<file path="src/rtl/ioredir_pkg.sv">
package ioredir_pkg;

    localparam int unsigned BUS_W   = 32;
    localparam int unsigned SEL_W   = 8;
    localparam int unsigned ENTRY_W = 64;

    localparam logic [7:0] OFF_SELECT = 8'h00;
    localparam logic [7:0] OFF_WINDOW = 8'h10;

    localparam logic [SEL_W-1:0] SEL_IDENT = 8'h00;
    localparam logic [SEL_W-1:0] SEL_VERS  = 8'h01;
    localparam logic [SEL_W-1:0] SEL_ARB   = 8'h02;
    localparam logic [SEL_W-1:0] SEL_TABLE = 8'h10;

    localparam logic [7:0] VERSION_CODE = 8'h11;

    // masked bit set, every other field clear
    localparam logic [ENTRY_W-1:0] ENTRY_RESET = 64'h0000_0000_0001_0000;

    typedef enum logic [2:0] {
        K_IDENT,
        K_VERS,
        K_ZERO,
        K_ENTRY,
        K_NONE
    } sel_kind_e;

    typedef struct packed {
        logic [BUS_W-1:0] hi;
        logic [BUS_W-1:0] lo;
    } entry_t;

    function automatic logic [BUS_W-1:0] version_word(input int unsigned n);
        return {8'h00, 8'(n - 1), 8'h00, VERSION_CODE};
    endfunction

endpackage

</file>
<file path="src/rtl/ioredir_decode.sv">
module ioredir_decode
    import ioredir_pkg::*;
#(
    parameter int unsigned NUM_ENTRIES = 24,
    parameter int unsigned ADDR_W      = 12
) (
    input  logic                   clk,
    input  logic                   rst,
    input  logic [ADDR_W-1:0]      addr_i,
    input  logic                   wr_i,
    input  logic [BUS_W-1:0]       wdata_i,
    output logic [SEL_W-1:0]       sel_o,
    output logic                   at_select_o,
    output logic                   at_window_o,
    output sel_kind_e              kind_o,
    output logic [SEL_W-2:0]       index_o,
    output logic                   upper_o,
    output logic                   ident_we_o,
    output logic [NUM_ENTRIES-1:0] we_lo_o,
    output logic [NUM_ENTRIES-1:0] we_hi_o
);
    localparam int unsigned IDX_W = SEL_W - 1;

    logic [SEL_W-1:0] sel_q;
    logic [SEL_W-1:0] rel;
    logic [7:0]       off;
    logic             in_table;
    logic             win_wr;

    assign off         = addr_i[7:0];
    assign at_select_o = (off == OFF_SELECT);
    assign at_window_o = (off == OFF_WINDOW);

    always_ff @(posedge clk) begin
        if (rst)
            sel_q <= '0;
        else if (wr_i && at_select_o)
            sel_q <= wdata_i[SEL_W-1:0];
    end

    assign rel      = sel_q - SEL_TABLE;
    assign index_o  = rel[SEL_W-1:1];
    assign upper_o  = rel[0];
    assign in_table = (sel_q >= SEL_TABLE) && (32'(index_o) < NUM_ENTRIES);

    always_comb begin
        if (sel_q == SEL_IDENT)     kind_o = K_IDENT;
        else if (sel_q == SEL_VERS) kind_o = K_VERS;
        else if (sel_q == SEL_ARB)  kind_o = K_ZERO;
        else if (in_table)          kind_o = K_ENTRY;
        else                        kind_o = K_NONE;
    end

    assign sel_o      = sel_q;
    assign win_wr     = wr_i && at_window_o;
    assign ident_we_o = win_wr && (kind_o == K_IDENT);

    for (genvar i = 0; i < NUM_ENTRIES; i++) begin : g_we
        assign we_lo_o[i] = win_wr && (kind_o == K_ENTRY) && (32'(index_o) == i) && !upper_o;
        assign we_hi_o[i] = win_wr && (kind_o == K_ENTRY) && (32'(index_o) == i) &&  upper_o;
    end

    // at most one half of one entry is written per cycle
    a_r7_single_target: assert property (@(posedge clk) disable iff (rst)
        $onehot0({we_lo_o, we_hi_o}));

    // reserved selects never write any entry
    a_r5_reserved_no_write: assert property (@(posedge clk) disable iff (rst)
        (sel_q < SEL_TABLE) |-> (we_lo_o == '0 && we_hi_o == '0));

    logic [IDX_W-1:0] unused_idx;
    assign unused_idx = '0;
endmodule

</file>
<file path="src/rtl/ioredir_entry.sv">
module ioredir_entry
    import ioredir_pkg::*;
(
    input  logic             clk,
    input  logic             rst,
    input  logic             we_lo_i,
    input  logic             we_hi_i,
    input  logic [BUS_W-1:0] wdata_i,
    output entry_t           entry_o
);
    entry_t q;

    always_ff @(posedge clk) begin
        if (rst) begin
            q <= entry_t'(ENTRY_RESET);
        end else begin
            if (we_lo_i) q.lo <= wdata_i;
            if (we_hi_i) q.hi <= wdata_i;
        end
    end

    assign entry_o = q;

    // the untouched half keeps its value
    a_r6_hi_kept: assert property (@(posedge clk) disable iff (rst)
        (we_lo_i && !we_hi_i) |=> $stable(q.hi));
    a_r6_lo_kept: assert property (@(posedge clk) disable iff (rst)
        (we_hi_i && !we_lo_i) |=> $stable(q.lo));
    // without a strobe the entry holds
    a_r7_idle_holds: assert property (@(posedge clk) disable iff (rst)
        (!we_lo_i && !we_hi_i) |=> $stable(q));
endmodule

</file>
<file path="src/rtl/ioredir_regfile.sv">
module ioredir_regfile
    import ioredir_pkg::*;
#(
    parameter int unsigned NUM_ENTRIES = 24,
    parameter int unsigned ADDR_W      = 12
) (
    input  logic                           clk,
    input  logic                           rst,
    input  logic [ADDR_W-1:0]              bus_addr_i,
    input  logic                           bus_wr_i,
    input  logic [BUS_W-1:0]               bus_wdata_i,
    output logic [BUS_W-1:0]               bus_rdata_o,
    output logic [NUM_ENTRIES*ENTRY_W-1:0] entries_o,
    output logic                           svc_pulse_o
);
    localparam logic [BUS_W-1:0] VERS_WORD = version_word(NUM_ENTRIES);

    logic [SEL_W-1:0]       sel;
    logic                   at_select, at_window;
    sel_kind_e              kind;
    logic [SEL_W-2:0]       index;
    logic                   upper;
    logic                   ident_we;
    logic [NUM_ENTRIES-1:0] we_lo, we_hi;
    entry_t                 table_q [NUM_ENTRIES];
    logic [7:0]             ident_q;
    logic                   pulse_q;
    logic [BUS_W-1:0]       half_rd;
    logic [BUS_W-1:0]       win_rd;

    ioredir_decode #(.NUM_ENTRIES(NUM_ENTRIES), .ADDR_W(ADDR_W)) u_decode (
        .clk         (clk),
        .rst         (rst),
        .addr_i      (bus_addr_i),
        .wr_i        (bus_wr_i),
        .wdata_i     (bus_wdata_i),
        .sel_o       (sel),
        .at_select_o (at_select),
        .at_window_o (at_window),
        .kind_o      (kind),
        .index_o     (index),
        .upper_o     (upper),
        .ident_we_o  (ident_we),
        .we_lo_o     (we_lo),
        .we_hi_o     (we_hi)
    );

    for (genvar i = 0; i < NUM_ENTRIES; i++) begin : g_entry
        ioredir_entry u_entry (
            .clk     (clk),
            .rst     (rst),
            .we_lo_i (we_lo[i]),
            .we_hi_i (we_hi[i]),
            .wdata_i (bus_wdata_i),
            .entry_o (table_q[i])
        );
        assign entries_o[i*ENTRY_W +: ENTRY_W] = table_q[i];
    end

    always_ff @(posedge clk) begin
        if (rst) begin
            ident_q <= '0;
            pulse_q <= 1'b0;
        end else begin
            if (ident_we) ident_q <= bus_wdata_i[31:24];
            pulse_q <= |{we_lo, we_hi};
        end
    end

    assign svc_pulse_o = pulse_q;

    always_comb begin
        half_rd = '0;
        for (int i = 0; i < NUM_ENTRIES; i++)
            if (32'(index) == i)
                half_rd = upper ? table_q[i].hi : table_q[i].lo;
    end

    always_comb begin
        unique case (kind)
            K_IDENT: win_rd = {ident_q, 24'h0};
            K_VERS:  win_rd = VERS_WORD;
            K_ENTRY: win_rd = half_rd;
            default: win_rd = '0;
        endcase
    end

    always_comb begin
        if (at_select)      bus_rdata_o = {{(BUS_W-SEL_W){1'b0}}, sel};
        else if (at_window) bus_rdata_o = win_rd;
        else                bus_rdata_o = '0;
    end

    // a strobe only ever follows an entry write
    a_r8_pulse_cause: assert property (@(posedge clk) disable iff (rst)
        svc_pulse_o |-> $past(|{we_lo, we_hi}));
    a_r8_pulse_after_write: assert property (@(posedge clk) disable iff (rst)
        (|{we_lo, we_hi}) |=> svc_pulse_o);
    // the version word is constant and ignores writes
    a_r4_version_fixed: assert property (@(posedge clk) disable iff (rst)
        (at_window && sel == SEL_VERS) |-> (bus_rdata_o == VERS_WORD));
    // the ID changes only through a window write at select zero
    a_r3_ident_guard: assert property (@(posedge clk) disable iff (rst)
        !ident_we |=> $stable(ident_q));
endmodule

</file>
<file path="config.mk">
export PLATFORM = sky130hd
export DESIGN_NAME = ioredir_regfile
export DESIGN_NICKNAME = d
export VERILOG_FILES = /design/src/rtl/ioredir_pkg.sv /design/src/rtl/ioredir_decode.sv /design/src/rtl/ioredir_entry.sv /design/src/rtl/ioredir_regfile.sv
export SDC_FILE = /design/constraint.sdc
export NUM_CORES = 2
export LEC_CHECK = 0
export ABC_CLOCK_PERIOD_IN_PS = 3500
export BUFFER_PORTS_ARGS = -buffer_cell sky130_fd_sc_hd__buf_2
export CAP_MARGIN = 20
export CORE_AREA = 2 2 639 641
export CTS_CLUSTER_SIZE = 12
export DETAILED_ROUTE_END_ITERATION = 6
export DIE_AREA = 0 0 641 643
export HOLD_SLACK_MARGIN = 0.06
export SETUP_SLACK_MARGIN = 0.02
export SYNTH_ARGS = -nofsm -noshare
export SYNTH_HDL_FRONTEND = slang
export SYNTH_HIERARCHICAL = 1
export SYNTH_SLANG_ARGS = --single-unit
</file>
<file path="constraint.sdc">
create_clock -name clk -period 3.5 [get_ports clk]
set_input_delay 0.175 -clock clk [delete_from_list [all_inputs] [get_ports clk]]
set_output_delay 0.175 -clock clk [all_outputs]
set_load 0.05 [all_outputs]
</file>
# After elaboration in Yosys (flattened, before gate mapping)
# Cells that the tools add are included.
[classes] reduce_logical=83 n_addsub=1 div=0 n_shift=0 bitwise=0 eq_ne=28 muxes=55 order_cmp=2 n_mul=0
[op_table] operator="two-way mux 32 bit" count=50
[op_table] operator="one-hot mux 32 bit (3 select lines)" count=1
[op_table] operator="logical AND 1 bit" count=77
[op_table] operator="== test 7 x 4 -> 1 bit (second input constant)" count=8
[op_table] operator="== test 7 x 5 -> 1 bit (second input constant)" count=8
[op_table] operator="OR reduction 48 bit" count=1
[op_table] operator="== test 7 x 3 -> 1 bit (second input constant)" count=4
[op_table] operator="logical NOT 8 bit" count=2
[op_table] operator="== test 7 x 2 -> 1 bit (second input constant)" count=2
[op_table] operator="two-way mux 3 bit" count=4
[op_table] operator="== test 8 x 1 -> 1 bit (second input constant)" count=1
[op_table] operator="== test 8 x 2 -> 1 bit (second input constant)" count=1
[op_table] operator="== test 8 x 5 -> 1 bit (second input constant)" count=1
[op_table] operator="greater-or-equal comparator 8 x 5 -> 1 bit (second input constant)" count=1
[op_table] operator="subtractor 8 x 5 -> 8 bit (second input constant)" count=1
[op_table] operator="== test 7 x 1 -> 1 bit (second input constant)" count=1
[op_table] operator="logical NOT 7 bit" count=1
[op_table] operator="< comparator 7 x 5 -> 1 bit (second input constant)" count=1
[op_table] operator="== test 3 x 1 -> 1 bit (second input constant)" count=1
[op_table] operator="== test 3 x 2 -> 1 bit (second input constant)" count=1
[op_table] operator="logical NOT 3 bit" count=1
[op_table] operator="logical NOT 1 bit" count=1
[word_totals] input_bits=47 register_bits=1553 output_inout_bits=1569 latchBits=0 wordCells=220 ram_bits=0 memories=0 rom_bits=0

# Logic depth before layout (Yosys ltp)
[depth] ltp_word=29 ltp_mapped=13 ltp_nobuf=11

# By module
# Netlist, hierarchy kept.
[modules_own_cells] module="ioredir_entry" area_each_um2=2337.2 cells_per_inst=207 instances=24 seq_area_each_um2=1281.2
[modules_own_cells] module="ioredir_regfile" area_each_um2=17640.7 cells_per_inst=2208 instances=1 seq_area_each_um2=180.2
[modules_own_cells] module="ioredir_decode" area_each_um2=1106.1 cells_per_inst=158 instances=1 seq_area_each_um2=160.2

# Least setup slack after synthesis
# No wires, ideal clock.
[synth_timing] path_type="reg-to-output" startpoint="reg u_decode.sel_q[4] (netlist: u_decode/sel_o[4])" endpoint="out bus_rdata_o[10]" path_buffers=2 stages_incl_launch_ff=11 arrival_time_ps=3726 required_time_ps=3325 path_slack_ps=-401 cell_sequence="dfxtp_1 > inv_1 > ha_1 > or3b_1 > or3_1 > o21a_1 > nor2_1 > nand4_1 > clkbuf_1 > clkbuf_1 > a211oi_1"
[synth_lines] item="start, declared" line_no="ioredir_decode.sv:24" rtl="logic [SEL_W-1:0] sel_q;"
[synth_lines] item="start signal, assigned" line_no="ioredir_decode.sv:38" rtl="sel_q <= wdata_i[SEL_W-1:0];"
[synth_lines] item="subtractor 8 x 5 -> 8 bit *" line_no="ioredir_decode.sv:41" rtl="assign rel = sel_q - SEL_TABLE;"
[synth_lines] item="net index[3]" line_no="ioredir_regfile.sv:21" rtl="logic [SEL_W-2:0] index;"
[synth_lines] item="< comparator 7 x 5 -> 1 bit *" line_no="ioredir_decode.sv:44" rtl="assign in_table = (sel_q >= SEL_TABLE) && (32'(index_o) < NUM_ENTRIES);"
[synth_lines] item="logical AND 1 bit *" line_no="ioredir_decode.sv:44"
[synth_lines] item="two-way mux 3 bit *" line_no="ioredir_decode.sv:50" rtl="else if (in_table) kind_o = K_ENTRY;"
[synth_lines] item="two-way mux 3 bit *" line_no="ioredir_decode.sv:49" rtl="else if (sel_q == SEL_ARB) kind_o = K_ZERO;"
[synth_lines] item="two-way mux 3 bit *" line_no="ioredir_decode.sv:48" rtl="else if (sel_q == SEL_VERS) kind_o = K_VERS;"
[synth_lines] item="two-way mux 3 bit *" line_no="ioredir_decode.sv:47" rtl="if (sel_q == SEL_IDENT) kind_o = K_IDENT;"
[synth_lines] item="net kind[2]" line_no="ioredir_regfile.sv:20" rtl="sel_kind_e kind;"
[synth_lines] item="== test 3 x 2 -> 1 bit, or another cell as far along" line_no="ioredir_regfile.sv:80" rtl="unique case (kind)"
[synth_lines] item="one-hot mux 32 bit (3 select lines) *" line_no="ioredir_regfile.sv:80"
[synth_lines] item="two-way mux 32 bit *" line_no="ioredir_regfile.sv:90" rtl="else if (at_window) bus_rdata_o = win_rd;"
[synth_lines] item="two-way mux 32 bit *" line_no="ioredir_regfile.sv:89" rtl="if (at_select) bus_rdata_o = {{(BUS_W-SEL_W){1'b0}}, sel};"
[synth_lines] item="end, declared" line_no="ioredir_regfile.sv:12" rtl="output logic [BUS_W-1:0] bus_rdata_o,"
# Mark *: on every way through the listed nets, which the timed path passes. The rest lies on a longest branch.

# Final worst setup path
[layout_timing] startpoint="reg u_decode.sel_q[0] (netlist: u_decode/sel_o[0])" endpoint="out bus_rdata_o[30]"
[layout_via] elab_chain_cells=29
[layout_rtl] item="subtractor 8 x 5 -> 8 bit" line_no="ioredir_decode.sv:41"
[layout_rtl] item="logical NOT 7 bit or two-way mux 32 bit (tied branches)" line_no="ioredir_regfile.sv:75, ioredir_regfile.sv:76"
[layout_rtl] item="two-way mux 32 bit (24 in series)" line_no="ioredir_regfile.sv:75" rtl="if (32'(index) == i)"
[layout_rtl] item="one-hot mux 32 bit (3 select lines) *" line_no="ioredir_regfile.sv:80"
[layout_rtl] item="two-way mux 32 bit *" line_no="ioredir_regfile.sv:90"
[layout_rtl] item="two-way mux 32 bit *" line_no="ioredir_regfile.sv:89"
# Mark *: on every way between the ends. The rest lies on a longest branch, timed or not.

==> impl_metrics.yaml <==
status:
  status: "complete, but fails checks"
  violations: "setup timing"
timing:
  finalCritPeriodShare: 1.26
  grt_setup_unrepaired: "true"
  finClkSkew_ps: 65.7
  setup_ws_ps: -924
  whs_ps: 183
  slew_headroom: 0.0772
  hold_viol_final: 0
  max_freq_mhz: 226
  layout_min_cycle_time_ps: 4420
  slew_viol_final: 0
  setup_viol: 32
  worst_pin_slew_ps: 1380
finish:
  final_nets: 9535
  fillerInstances: 43800
  multiInputGateArea_um2: 40700
  register_area_um2: 31100
  postLayoutCoreUtil: 0.255
  fin_area_um2: 103000
  synthToLayoutAreaGrowth_pct: 38.2
  drive_gt1_frac: 0.364
critical_path:
  max_stage_delay_ps: 630
  crit_path_cell_trace: "buf_16, buf_4, buf_4, mux2i_1, o22ai_1, nor2_1, buf_4, nor2_1, o2111ai_4, o21ai_4, buf_8"
  crit_family: "compound AO/OA/AOI/OAI gates"
  critical-path-slowest-cell: "o22ai_1"
  cp.required_ps: 3320
  critPathKind: "flop to output pin"
  path_max_fanout: 11
  critPathBufInv: 5
  crit_path_frequent_cell: "buf_4"
  rrSetupSlack_ps: 120
  cp-start-kind: "flop"
  end_kind: "output pin"
  arrival_ps: 4250
die:
  core_um2: 405000
  num_rows: 234
  initial_utilization: 0.185
  num_io_pins: 1616
  die_h_um: 643
  dieArea_um2: 412000
  die_w_um: 641
clock_tree:
  clock-root-buffer: "clkbuf_16"
  cts.sinks: 1553
  cts_buffer_depth: 4
  cts_tree: "built"
  htree_levels: 4
  clk_latency_ps: 920
  clk_pin_slew_worst_paths_ps: 70
  cts_buffers: 191
route:
  dr.pass1.iters: 6
  routedWlPerCell_um: 39.8
  drc: 0
  postRouteAntennaNets: 0
  drt_wl_total_um: 600000
  dr_total_vias: 71900
  drtIter0Drc: 8081
  viasPerCell: 4.76
power_and_ir_drop:
  netSwitchingFraction: 0.255
  comb_power_share: 0.036
  p_leak_nw: 38.4
  seq_power_share: 0.440
  p_switching_w: 0.0102
  intPower_w: 0.0299
  p_clk_frac: 0.524
  powerDensity_nw_per_um2: 388
  peakVddDrop_v: 0.000356
  p_total_w: 0.0402
synthesis:
  syn_avg_cell_area_um2: 10.2
  yosys_warnings: 6
  synthFlopType: "dfxtp_1"
  ys_async_sr_fraction: 0
  ys_types: 94
  ys_ff_latch: 1553
  netlist_instances: 7334
  synth_edf_count: 0
  synth_area_um2: 74800
  yosysSeqAreaShare: 0.415
  syn_nets: 7383
global_routing:
  grt_max_degree: 117
  grt_pass1_wl_um: 746000
  grt_overflow_total: 0
  first_global_vias: 66000
  grt_antenna_before_repair: 53
  grt_util_all_layers: 0.277
place:
  place_area_um2: 92700
  gp_congestion: 1.01
  numPortBuffers: 1611
  dpl.hpwl_um: 478000
flow_run:
  max_cap_viol_count: 0
worst_hold_path:
  hp-class: "primary input to flop"
==> synth_stat cells (all sizes together), types with 9 or more instances <==
cell type	number	share of area
a211o	24	0.0028
a211oi	47	0.0047
a21boi	13	0.0016
a21oi	84	0.0057
a221o	20	0.0027
a221oi	30	0.0041
a22oi	38	0.0038
a311oi	9	0.0011
buf	432	0.068
clkbuf	197	0.0099
dfxtp	1553	0.42
mux2	116	0.017
mux2i	2044	0.27
mux4	80	0.024
nand2	95	0.0048
nand2b	27	0.0023
nand3	57	0.0039
nor2	1658	0.083
nor2b	51	0.0043
nor3	83	0.0060
nor3b	13	0.0013
nor4	16	0.0015
o2111ai	29	0.0034
o211ai	39	0.0039
o21a	16	0.0016
o21ai	251	0.017
o221a	18	0.0027
o221ai	27	0.0032
o22ai	119	0.0099
o31ai	12	0.0012
or2	13	0.0011
or3	9	0.00082
==> worst paths after layout <==
check / startpoint / end / cells after the start
worst max register to register: u_decode/sel_o[1]$_SDFFE_PP0P_ / g_entry[17].u_entry/entry_o[44]$_SDFFE_PP0P_ / 7
worst min-delay path: bus_wr_i / ident_q[5]$_SDFFE_PP0P_ / 7
worst min register to register: ident_q[5]$_SDFFE_PP0P_ / ident_q[5]$_SDFFE_PP0P_ / 2
worst max-delay path: u_decode/sel_o[0]$_SDFFE_PP0P_ / bus_rdata_o[30] / 11
==> cells by family (layout without fill, tap and decap cells) <==
| group | count (synthesis) | after routing | share of synthesized area |
|---|---|---|---|
| compound gates | 829 | 829 | 0.0754 |
| xor+xnor | 2 | 2 | 0.000234 |
| fa+ha+maj | 2 | 2 | 0.000334 |
| buf+inv | 633 | 2924 | 0.0781 |
| flops | 1553 | 1553 | 0.415 |
| mux | 2240 | 2240 | 0.315 |
| other cells | 0 | 32 | 0 |
| simple gates | 2075 | 2076 | 0.116 |
==> power groups by stage <==
stage	Sequential [W]	Clock (W)	Combinational [W]
6_report	0.0177	0.0210	0.00144
2_1_floorplan	0.0181	0	0.000318
5_1_grt	0.0177	0.0220	0.00144
3_3_place_gp	0.0181	0	0.00140
4_1_cts	0.0177	0.0213	0.00143
3_5_place_dp	0.0181	0	0.00140
==> registers in the layout (all words and copies together) (netlist names) <==
signal	count
g_entry.u_entry/entry_o	1536
u_decode/sel_o	8
ident_q	8
svc_pulse_o	1
==> per-layer routing <==
layer / GRT usage / vias up / part of all wire
li1: - / 30400 / -
met2: 0.466 / 4054 / 0.47
met1: 0.312 / 36400 / 0.37
met3: 0.0678 / 978 / 0.077
met5: 0 / - / 0.000057
met4: 0.175 / 4 / 0.079
==> timing repair <==
action	CTS	global route
gates cloned	6	12
hold buffers	33	0
pin swaps	68	89
endpoints found under the setup margin	32	32
hold endpoints to repair	923	0
buffers inserted	40	56
gates resized for setup	393	202
==> metrics by stage <==
stage          cells  setup slack (ps)  TNS (ps)
6_report       15100              -924    -24980
5_1_grt        15100              -999    -27370
4_1_cts        15000              -988    -27160
3_5_place_dp   14600              -732    -13190
3_3_place_gp   14600              -900    -16960
2_1_floorplan   7334              68.0         0
==> worst register-to-register path, stage by stage (launching register included) <==
cell	delay, ps
dfxtp_4	550
buf_12	340
and2_1	400
nand3b_1	270
nor3_2	620
buf_4	700
mux2i_1	370
nor2_1	60
==> layout make-up <==
cell class | count | area share
multi-input combinational | 5149 | 0.393
sequential | 1553 | 0.301
timing repair buffer | 2587 | 0.177
tap | 5428 | 0.0657
clock buffer | 262 | 0.0522
clock inverter | 71 | 0.00989
antenna | 32 | 0.000774
inverter | 4 | 0.000242
==> layout by cell type (no fill, tap or decap), drive strengths merged, types with 9 or more instances in the layout <==
cell,n
a211o,24
a211oi,47
a21boi,13
a21oi,84
a221o,20
a221oi,30
a22oi,38
a311oi,9
buf,2539
bufinv,16
clkbuf,274
clkinv,35
clkinvlp,10
dfxtp,1553
diode,32
dlygate4sd3,33
inv,14
mux2,116
mux2i,2044
mux4,80
nand2,95
nand2b,27
nand3,57
nor2,1658
nor2b,52
nor3,83
nor3b,13
nor4,16
o2111ai,29
o211ai,39
o21a,16
o21ai,251
o221a,18
o221ai,27
o22ai,119
o31ai,12
or2,13
or3,9
Power figures use the tool's default switching activity.
